**src/rtl/fir_accel_pkg.sv**
```systemverilog
// fir_accel_pkg: register offsets and the filter weighting shared by the
// peripheral. Assumes a 12-bit window offset.
package fir_accel_pkg;

    localparam logic [11:0] OFS_SAMPLE_PUSH = 12'h000;
    localparam logic [11:0] OFS_IN_LEVEL    = 12'h008;
    localparam logic [11:0] OFS_RESULT_POP  = 12'h100;
    localparam logic [11:0] OFS_OUT_LEVEL   = 12'h108;

    typedef enum logic [2:0] {
        SEL_NONE,
        SEL_PUSH,
        SEL_IN_LEVEL,
        SEL_POP,
        SEL_OUT_LEVEL
    } reg_sel_e;

    // Integer tap weights, index 0 = newest sample.
    function automatic int unsigned tap_weight(input int unsigned idx);
        return idx + 1;
    endfunction

endpackage

```
**src/rtl/fir_sync_queue.sv**
```systemverilog
// fir_sync_queue: single-clock circular queue with occupancy count.
// Assumes DEPTH is a power of two. A push while full and a pop while empty
// are ignored; the head entry is presented combinationally.
module fir_sync_queue #(
    parameter int DEPTH = 16,
    parameter int WIDTH = 16,
    localparam int PTR_W = $clog2(DEPTH),
    localparam int CNT_W = $clog2(DEPTH + 1)
) (
    input  logic             clk,
    input  logic             rst_n,
    input  logic             push,
    input  logic [WIDTH-1:0] push_data,
    input  logic             pop,
    output logic [WIDTH-1:0] head_data,
    output logic             empty,
    output logic             full,
    output logic [CNT_W-1:0] level
);

    logic [WIDTH-1:0] store [DEPTH];
    logic [PTR_W-1:0] wr_ptr;
    logic [PTR_W-1:0] rd_ptr;
    logic             do_push;
    logic             do_pop;

    // Qualify requests against the current occupancy.
    always_comb begin
        empty   = (level == '0);
        full    = (level == CNT_W'(DEPTH));
        do_push = push && !full;
        do_pop  = pop && !empty;
    end

    assign head_data = store[rd_ptr];

    // Pointer and occupancy update.
    always_ff @(posedge clk) begin
        if (!rst_n) begin
            wr_ptr <= '0;
            rd_ptr <= '0;
            level  <= '0;
        end else begin
            if (do_push) wr_ptr <= wr_ptr + 1'b1;
            if (do_pop)  rd_ptr <= rd_ptr + 1'b1;
            case ({do_push, do_pop})
                2'b10:   level <= level + 1'b1;
                2'b01:   level <= level - 1'b1;
                default: level <= level;
            endcase
        end
    end

    // Entry storage, written only on an accepted push.
    always_ff @(posedge clk) begin
        if (do_push) store[wr_ptr] <= push_data;
    end

endmodule

```
**src/rtl/fir_tap_core.sv**
```systemverilog
// fir_tap_core: three-tap fixed-weight filter with warm-up tracking.
// Takes one sample when one is offered and the sink has room. It emits a
// result in the same cycle once two older samples are held in the delay line.
module fir_tap_core
    import fir_accel_pkg::*;
#(
    parameter int SAMPLE_W = 16,
    parameter int ACC_W    = 20,
    parameter int TAPS     = 3,
    localparam int HIST    = TAPS - 1,
    localparam int FILL_W  = $clog2(TAPS)
) (
    input  logic                clk,
    input  logic                rst_n,
    input  logic                smp_avail,
    input  logic [SAMPLE_W-1:0] smp_data,
    input  logic                sink_room,
    output logic                smp_take,
    output logic                res_push,
    output logic [ACC_W-1:0]    res_data
);

    logic signed [SAMPLE_W-1:0] hist_q [HIST];
    logic [FILL_W-1:0]          fill_q;
    logic signed [ACC_W-1:0]    ext    [TAPS];
    logic signed [ACC_W-1:0]    acc;

    // A sample moves only when one is waiting and the result has a place.
    assign smp_take = smp_avail && sink_room;
    assign res_push = smp_take && (fill_q == FILL_W'(HIST));

    // Sign-extend every window element, index 0 = incoming sample.
    generate
        for (genvar t = 0; t < TAPS; t++) begin : g_ext
            if (t == 0) begin : g_new
                assign ext[t] = {{(ACC_W-SAMPLE_W){smp_data[SAMPLE_W-1]}}, smp_data};
            end else begin : g_old
                assign ext[t] = {{(ACC_W-SAMPLE_W){hist_q[t-1][SAMPLE_W-1]}}, hist_q[t-1]};
            end
        end
    endgenerate

    // Weighted sum of the window.
    always_comb begin
        acc = '0;
        for (int t = 0; t < TAPS; t++) begin
            acc = acc + ext[t] * $signed(ACC_W'(tap_weight(t)));
        end
    end

    assign res_data = acc;

    // Delay-line shift on every taken sample.
    generate
        for (genvar h = 0; h < HIST; h++) begin : g_line
            always_ff @(posedge clk) begin
                if (!rst_n) begin
                    hist_q[h] <= '0;
                end else if (smp_take) begin
                    if (h == 0) hist_q[h] <= smp_data;
                    else        hist_q[h] <= hist_q[h-1];
                end
            end
        end
    endgenerate

    // Warm-up counter saturating once the history is full.
    always_ff @(posedge clk) begin
        if (!rst_n) begin
            fill_q <= '0;
        end else if (smp_take && fill_q != FILL_W'(HIST)) begin
            fill_q <= fill_q + 1'b1;
        end
    end

endmodule

```
**src/rtl/fir_reg_decode.sv**
```systemverilog
// fir_reg_decode: turns a bus request into a register select.
// Assumes offsets are compared in full; direction must match the register.
module fir_reg_decode
    import fir_accel_pkg::*;
#(
    parameter int ADDR_W = 12
) (
    input  logic              req_valid,
    input  logic              req_write,
    input  logic [ADDR_W-1:0] req_addr,
    output reg_sel_e          sel
);

    // Map offset and direction to a register.
    always_comb begin
        sel = SEL_NONE;
        if (req_valid) begin
            if (req_write) begin
                if (req_addr == ADDR_W'(OFS_SAMPLE_PUSH)) sel = SEL_PUSH;
            end else begin
                case (req_addr)
                    ADDR_W'(OFS_IN_LEVEL):   sel = SEL_IN_LEVEL;
                    ADDR_W'(OFS_RESULT_POP): sel = SEL_POP;
                    ADDR_W'(OFS_OUT_LEVEL):  sel = SEL_OUT_LEVEL;
                    default:                 sel = SEL_NONE;
                endcase
            end
        end
    end

endmodule

```
**src/rtl/mmio_fir_accel.sv**
```systemverilog
// mmio_fir_accel: register-bus FIR peripheral. Samples are pushed through
// one offset, results popped through another, and both queue levels can be
// read. Assumes one request per cycle and read data sampled one cycle later.
module mmio_fir_accel
    import fir_accel_pkg::*;
#(
    parameter int DEPTH    = 16,
    parameter int SAMPLE_W = 16,
    parameter int ACC_W    = 20,
    parameter int ADDR_W   = 12,
    parameter int DATA_W   = 64,
    localparam int CNT_W   = $clog2(DEPTH + 1)
) (
    input  logic              clk,
    input  logic              rst_n,
    input  logic              req_valid,
    input  logic              req_write,
    input  logic [ADDR_W-1:0] req_addr,
    input  logic [DATA_W-1:0] req_wdata,
    output logic [DATA_W-1:0] rsp_rdata
);

    reg_sel_e            sel;
    logic [SAMPLE_W-1:0] in_head;
    logic                in_empty;
    logic                in_full;
    logic [CNT_W-1:0]    in_count;
    logic [ACC_W-1:0]    out_head;
    logic                out_empty;
    logic                out_full;
    logic [CNT_W-1:0]    out_count;
    logic                core_take;
    logic                out_push;
    logic [ACC_W-1:0]    core_res;
    logic [DATA_W-1:0]   rdata_q;

    fir_reg_decode #(.ADDR_W(ADDR_W)) u_decode (
        .req_valid (req_valid),
        .req_write (req_write),
        .req_addr  (req_addr),
        .sel       (sel)
    );

    fir_sync_queue #(.DEPTH(DEPTH), .WIDTH(SAMPLE_W)) u_in_q (
        .clk       (clk),
        .rst_n     (rst_n),
        .push      (sel == SEL_PUSH),
        .push_data (req_wdata[SAMPLE_W-1:0]),
        .pop       (core_take),
        .head_data (in_head),
        .empty     (in_empty),
        .full      (in_full),
        .level     (in_count)
    );

    fir_tap_core #(.SAMPLE_W(SAMPLE_W), .ACC_W(ACC_W), .TAPS(3)) u_core (
        .clk       (clk),
        .rst_n     (rst_n),
        .smp_avail (!in_empty),
        .smp_data  (in_head),
        .sink_room (!out_full),
        .smp_take  (core_take),
        .res_push  (out_push),
        .res_data  (core_res)
    );

    fir_sync_queue #(.DEPTH(DEPTH), .WIDTH(ACC_W)) u_out_q (
        .clk       (clk),
        .rst_n     (rst_n),
        .push      (out_push),
        .push_data (core_res),
        .pop       (sel == SEL_POP),
        .head_data (out_head),
        .empty     (out_empty),
        .full      (out_full),
        .level     (out_count)
    );

    // Registered read mux; zero for idle, write and unmapped cycles.
    always_ff @(posedge clk) begin
        if (!rst_n) begin
            rdata_q <= '0;
        end else begin
            case (sel)
                SEL_IN_LEVEL:  rdata_q <= DATA_W'(in_count);
                SEL_OUT_LEVEL: rdata_q <= DATA_W'(out_count);
                SEL_POP:       rdata_q <= out_empty ? '0 : DATA_W'(out_head);
                default:       rdata_q <= '0;
            endcase
        end
    end

    assign rsp_rdata = rdata_q;

endmodule

```
**config.mk**
```make
export PLATFORM = sky130hd
export DESIGN_NAME = mmio_fir_accel
export DESIGN_NICKNAME = d
export VERILOG_FILES = /design/src/rtl/fir_accel_pkg.sv /design/src/rtl/fir_sync_queue.sv /design/src/rtl/fir_tap_core.sv /design/src/rtl/fir_reg_decode.sv /design/src/rtl/mmio_fir_accel.sv
export SDC_FILE = /design/constraint.sdc
export NUM_CORES = 1
export LEC_CHECK = 0
export BUFFER_PORTS_ARGS = -buffer_cell sky130_fd_sc_hd__buf_4
export CORE_UTILIZATION = 35
export CTS_BUF_LIST = sky130_fd_sc_hd__clkbuf_4 sky130_fd_sc_hd__clkbuf_8 sky130_fd_sc_hd__clkbuf_16
export DETAILED_ROUTE_END_ITERATION = 8
export GPL_ROUTABILITY_DRIVEN = 0
export PLACE_DENSITY = 0.52
export RECOVER_POWER = 100
export SLEW_MARGIN = 20
export SYNTH_ARGS = -nofsm -noshare
export SYNTH_HDL_FRONTEND = slang
export SYNTH_SLANG_ARGS = --single-unit
```
**constraint.sdc**
```tcl
create_clock -name clk -period 7.8 [get_ports clk]
set_input_delay 1.17 -clock clk [delete_from_list [all_inputs] [get_ports clk]]
set_output_delay 1.17 -clock clk [all_outputs]
set_load 0.02 [all_outputs]
```
* Word level (Yosys, flattened, before mapping)
Memory sizes are Yosys's and may differ from the RTL's. A register that Yosys moved wholly into a read port is not among the register bits.
Cells that the tools add are included.
** Storage, ports and cells
- Memories :: 3
- Bits in read-only memories :: 0
- Logic and storage cells :: 78
- Bits in latches :: 0
- Register bits after elaboration :: 92
- Memory bits (writable) :: 608
** Memory list
- u_out_q.store :: words 16, bits a word 20, read ports 1, clocked after Yosys merged registers in 1, write ports 1, line fir_sync_queue.sv:21 : logic [WIDTH-1:0] store [DEPTH];
- u_in_q.store :: words 16, bits a word 16, read ports 1, clocked after Yosys merged registers in 1, write ports 1, line fir_sync_queue.sv:21
- u_core.hist_q :: words 2, bits a word 16, read ports 2, clocked after Yosys merged registers in 0, write ports 2, line fir_tap_core.sv:23 : logic signed [SAMPLE_W-1:0] hist_q [HIST];
** Cells by class
- Reductions and logical operators :: 16
- Bitwise gates (word level) :: 2
- Divide/modulo/power cells :: 0
- Add/subtract/negate cells :: 11
- Muxes and demuxes :: 22
- Equality and inequality tests :: 15
- $mul :: 1
- Magnitude comparators :: 0
- Shift-type cells :: 0
** Operator list (count)
- 20-bit one-hot mux with 3 select lines :: 1
- 16-bit 2-to-1 mux :: 2
- 12-bit by 9-bit == test with 1-bit output, second input constant :: 2
- 20-bit adder :: 1
- 20-bit 2-to-1 mux :: 1
- 5-bit one-hot mux with 2 select lines :: 2
- 16-bit by 3-bit multiplier with 19-bit output, second input constant :: 1
- 16-bit by 17-bit adder with 18-bit output :: 1
- 4-bit by 1-bit adder with 4-bit output, second input constant :: 4
- 4-bit 2-to-1 mux :: 4
- 12-bit by 4-bit == test with 1-bit output, second input constant :: 1
- 12-bit zero test :: 1
- 5-bit by 1-bit adder with 5-bit output, second input constant :: 2
- 5-bit == test, second input constant :: 2
- 5-bit zero test :: 2
- 5-bit by 1-bit subtractor with 5-bit output, second input constant :: 2
- 1-bit 2-to-1 mux :: 9
- 3-bit one-hot mux with 3 select lines :: 1
- 1-bit logical AND :: 7
- 2-bit == test, second input constant :: 3
- 3-bit by 2-bit == test with 1-bit output, second input constant :: 2
- 3-bit 2-to-1 mux :: 2
- 2-bit by 1-bit == test with 1-bit output, second input constant :: 2
- 1-bit zero test :: 4
- other kinds (6) :: 8

* Depth between registers and ports, before layout
- Depth after elaboration :: 8
- Gate-level depth with buffers :: 22
- Depth with buffers taken out :: 20

* Cells and area by module
From an unflattened synthesis, not the netlist that was laid out.
** Second synthesis, totals
- Cell total of the unflattened synthesis :: 1495
- Area total of the unflattened synthesis :: 28238.3 µm²
** Modules (own cells, without submodules)
- fir_sync_queue at u_out_q :: sequential area each 9949.5 µm², instances 1, area each 13041.3 µm², cells each 572
- fir_sync_queue at u_in_q :: sequential area each 8027.7 µm², instances 1, area each 10804.1 µm², cells each 484
- fir_tap_core :: sequential area each 1001.0 µm², instances 1, area each 3291.9 µm², cells each 314
- mmio_fir_accel :: sequential area each 400.4 µm², instances 1, area each 1032.2 µm², cells each 115
- fir_reg_decode :: sequential area each 0.0 µm², instances 1, area each 68.8 µm², cells each 10

* Least setup slack after synthesis
OpenSTA, ideal clock, no wires.
- Path type :: register to register
- Start :: register (tool-made name)
- End :: memory u_out_q.store[0][19] in the netlist's numbering, data pin
- Data required time :: 7.459 ns
- Cell stages (with the launch flop) :: 20
- Path slack :: 2.482 ns
- Arrival :: 4.978 ns
- Path through :: dfxtp_1 -> clkbuf_1 -> clkbuf_1 -> mux4_2 -> mux4_2 -> ha_1 -> a21o_1 -> a21oi_1 -> nand2_1 -> o21a_1 -> a21o_1 -> xor2_1 -> ha_1 -> a21o_1 -> a21o_1 -> a21o_1 -> a21o_1 -> a21oi_1 -> o21ai_1 -> o31ai_1
** RTL lines (line)
- end: declaration :: fir_sync_queue.sv:21

==> out/results.ini <==
[outcome]
status=finished with violations
violations=capacitance limit, slew limit

[worst_setup_path]
crit_required_ns=8.03
start_kind=flop
path_class=flop to flop
worstRegToRegCells=13
end_kind=flop
worstPathArrival_ns=6.77
worstPathMaxFanout=33
r2r-end=u_out_q.store[11][15]$_DFFE_PP_
r2r_slack_ns=1.25

[die]
die_y_um=285.5
core_area_um2=79260
row_count=103
die_w_um=285.5
ios=144
die-area_um2=81520
initial_core_util_pct=35.50

[grt]
grt_start_max_net_pins=80
grt_pass1_vias=14640
antenna_found_initial=1
grt_use_total_pct=15.10
grt_pass1_wl_mm=91.47
grt_overflow=0

[logic_synthesis]
yosysWarnings=0
yosysUniqueCellTypes=54
ys_seq_area_share_pct=68.88
synth_mux_area_share_pct=14.68
async_flop_share_pct=0
synth_enable_flop_cells=608
avgSynthCellArea_um2=18.47
synth_fa_ha_area_share_pct=4.047
synthFlopType=edfxtp_1
synth_top_area_share_pct=64.90
synthXorXnorAreaFrac_pct=1.837
synthSimpleGateAreaFrac_pct=4.336
yosys-top-cells-area=edfxtp_1 (65%), mux4_2 (14%), dfxtp_1 (4.0%)
ys_ff_latch=664
syn_inst=1523
yosysTopAreaCell=edfxtp_1
syn_area_um2=28130
synth_compound_area_share_pct=3.167
synth_top_family_by_area=multiplexers

[cts]
cts_hold_buf=0
clock-sinks=664
cts-root-buf=clkbuf_16
h-tree-depth=3
cts_setup_buffers=0
cts.repair.resized=0
clk_pin_slew_worst_paths_ns=0.06
tritoncts=done
cts_buffer_depth=3
clock_latency_ns=0.61
numCtsBuffers=71

[placement]
dp_cells=2613
dp_hpwl_mm=35.47
port_buffers=51

[power]
power.density_nw_per_um2=244.6
p_leak_nw=10.45
ir_worst_vdd_mv=0.1555

[sta]
relSlewSlack_pct=-138.6
max_slew.worst_pin.slew_ns=3.579
hold_viol=0
finalSetupViolCount=0
maxSlewViolCount=457
setup-tns-final_ns=0
clock_skew_ns=0.01921
period_share_pct=83.96
fmax_mhz=152.7
holdWs_ns=0.5336
layout_min_cycle_time_ns=6.549
rsz0062_at_grt=false

[route]
ant_nets=0
drt_wl_total_mm=60.85
num_vias=13710
drc=0
drt_iter0_drc=879
routedWlPerCell_um=22.20
routed_via_density=5.003
drtPass1Iterations=5

[run]
max-cap-violations=19

[layout]
drive_above_1_share_pct=20.11
final_cell_mix=edfxtp_1 (608), mux4_2 (177), ha_1 (83)
utilization_pct=40.09
syn_to_final_growth_pct=12.94
final_common_cell=edfxtp_1
fin_nets=1805
diodes=0
nFillCells=7157
stdcell_count=2741
seqCellArea_um2=19390
multiInputGateArea_um2=8092

[min_path]
hp-class=flop to flop
min-delay-start=u_in_q.wr_ptr[1]$_SDFFE_PN0P_
hold_depth=2
hold-path-endpoint=u_in_q.wr_ptr[1]$_SDFFE_PN0P_

cell families after synthesis:
family,after synthesis
mux,191
buf+inv,152
compound gates,140
fa+ha+maj,88
other cells,1
simple gates,228
xor+xnor,59
flops,664
layout make-up:
cell class                 count  share of cell area, %
clock buffer                  98                  6.399
sequential                   664                  61.03
timing repair buffer         104                  1.536
clock inverter                29                 0.8939
inverter                      46                 0.5434
tap                         1050                  4.135
multi-input combinational    750                  25.47
metrics by stage:
stage                     worst slack, ns  total power [W]  instance area (µm²)
after global placement              1.561         0.004518                29770
after CTS                           1.418         0.007874                32090
after detailed placement            1.434         0.004538                29770
after global routing               0.6504         0.008040                31770
after floorplan                     2.482         0.004392                28290
final                               1.251         0.007772                31770
how the worst max path moves through the flow:
stage	cells after the start	start	endpoint	slack (ns)
2_1_floorplan	19	flop	u_out_q.store[0][19]$_DFFE_PP_	2.48
5_1_grt	13	flop	u_out_q.store[11][15]$_DFFE_PP_	0.65
3_5_place_dp	14	flop	u_out_q.store[4][15]$_DFFE_PP_	1.43
4_1_cts	14	flop	u_out_q.store[11][15]$_DFFE_PP_	1.42
6_report	13	flop	u_out_q.store[11][15]$_DFFE_PP_	1.25
3_3_place_gp	15	flop	u_out_q.store[4][15]$_DFFE_PP_	1.56
cell usage after synthesis (all sizes together), types with 20 or more instances:
master / instances
xnor2: 41
nand2: 39
and2: 41
a21oi: 37
a21o: 20
inv: 46
buf: 70
mux4: 177
dfxtp: 56
o21ai: 29
ha: 83
edfxtp: 608
and3: 50
clkbuf: 36
nor2: 40
critical path, stage by stage (launching register included):
cell,delay (ns)
dfxtp_4,0.65
buf_4,0.64
clkbuf_1,0.80
mux4_2,0.61
mux4_2,0.52
ha_1,0.39
or3_1,0.36
o211ai_1,0.10
xnor2_1,0.19
ha_1,0.34
a21o_1,0.18
a21o_1,0.18
nand2b_1,0.15
xor2_1,0.97
metal layers:
metal	part of all wire (%)	track usage, %	vias to the layer above
met4	2.0	4.118	2
met3	3.3	2.376	85
met1	42	18.77	7195
li1	-	-	6220
met5	0.018	0	-
met2	53	27.16	211
registers in the layout, summed over array words and instances, names as in the netlist, named ones only:
| name | flops |
|---|---|
| u_in_q.wr_ptr | 4 |
| u_in_q.rd_ptr | 4 |
| u_in_q.level | 5 |
| u_in_q.store | 256 |
| u_out_q.store | 320 |
| u_out_q.rd_ptr | 4 |
| u_out_q.level | 5 |
| u_core.hist_q | 32 |
| rsp_rdata | 20 |
| u_core.fill_q | 2 |
| u_out_q.wr_ptr | 4 |
power breakdown:
group	switching (W)	internal (W)
clock network	0.00138	0.00195
logic	0.000301	0.000100
registers	0.00000457	0.00404
Power figures use the tool's default switching activity.
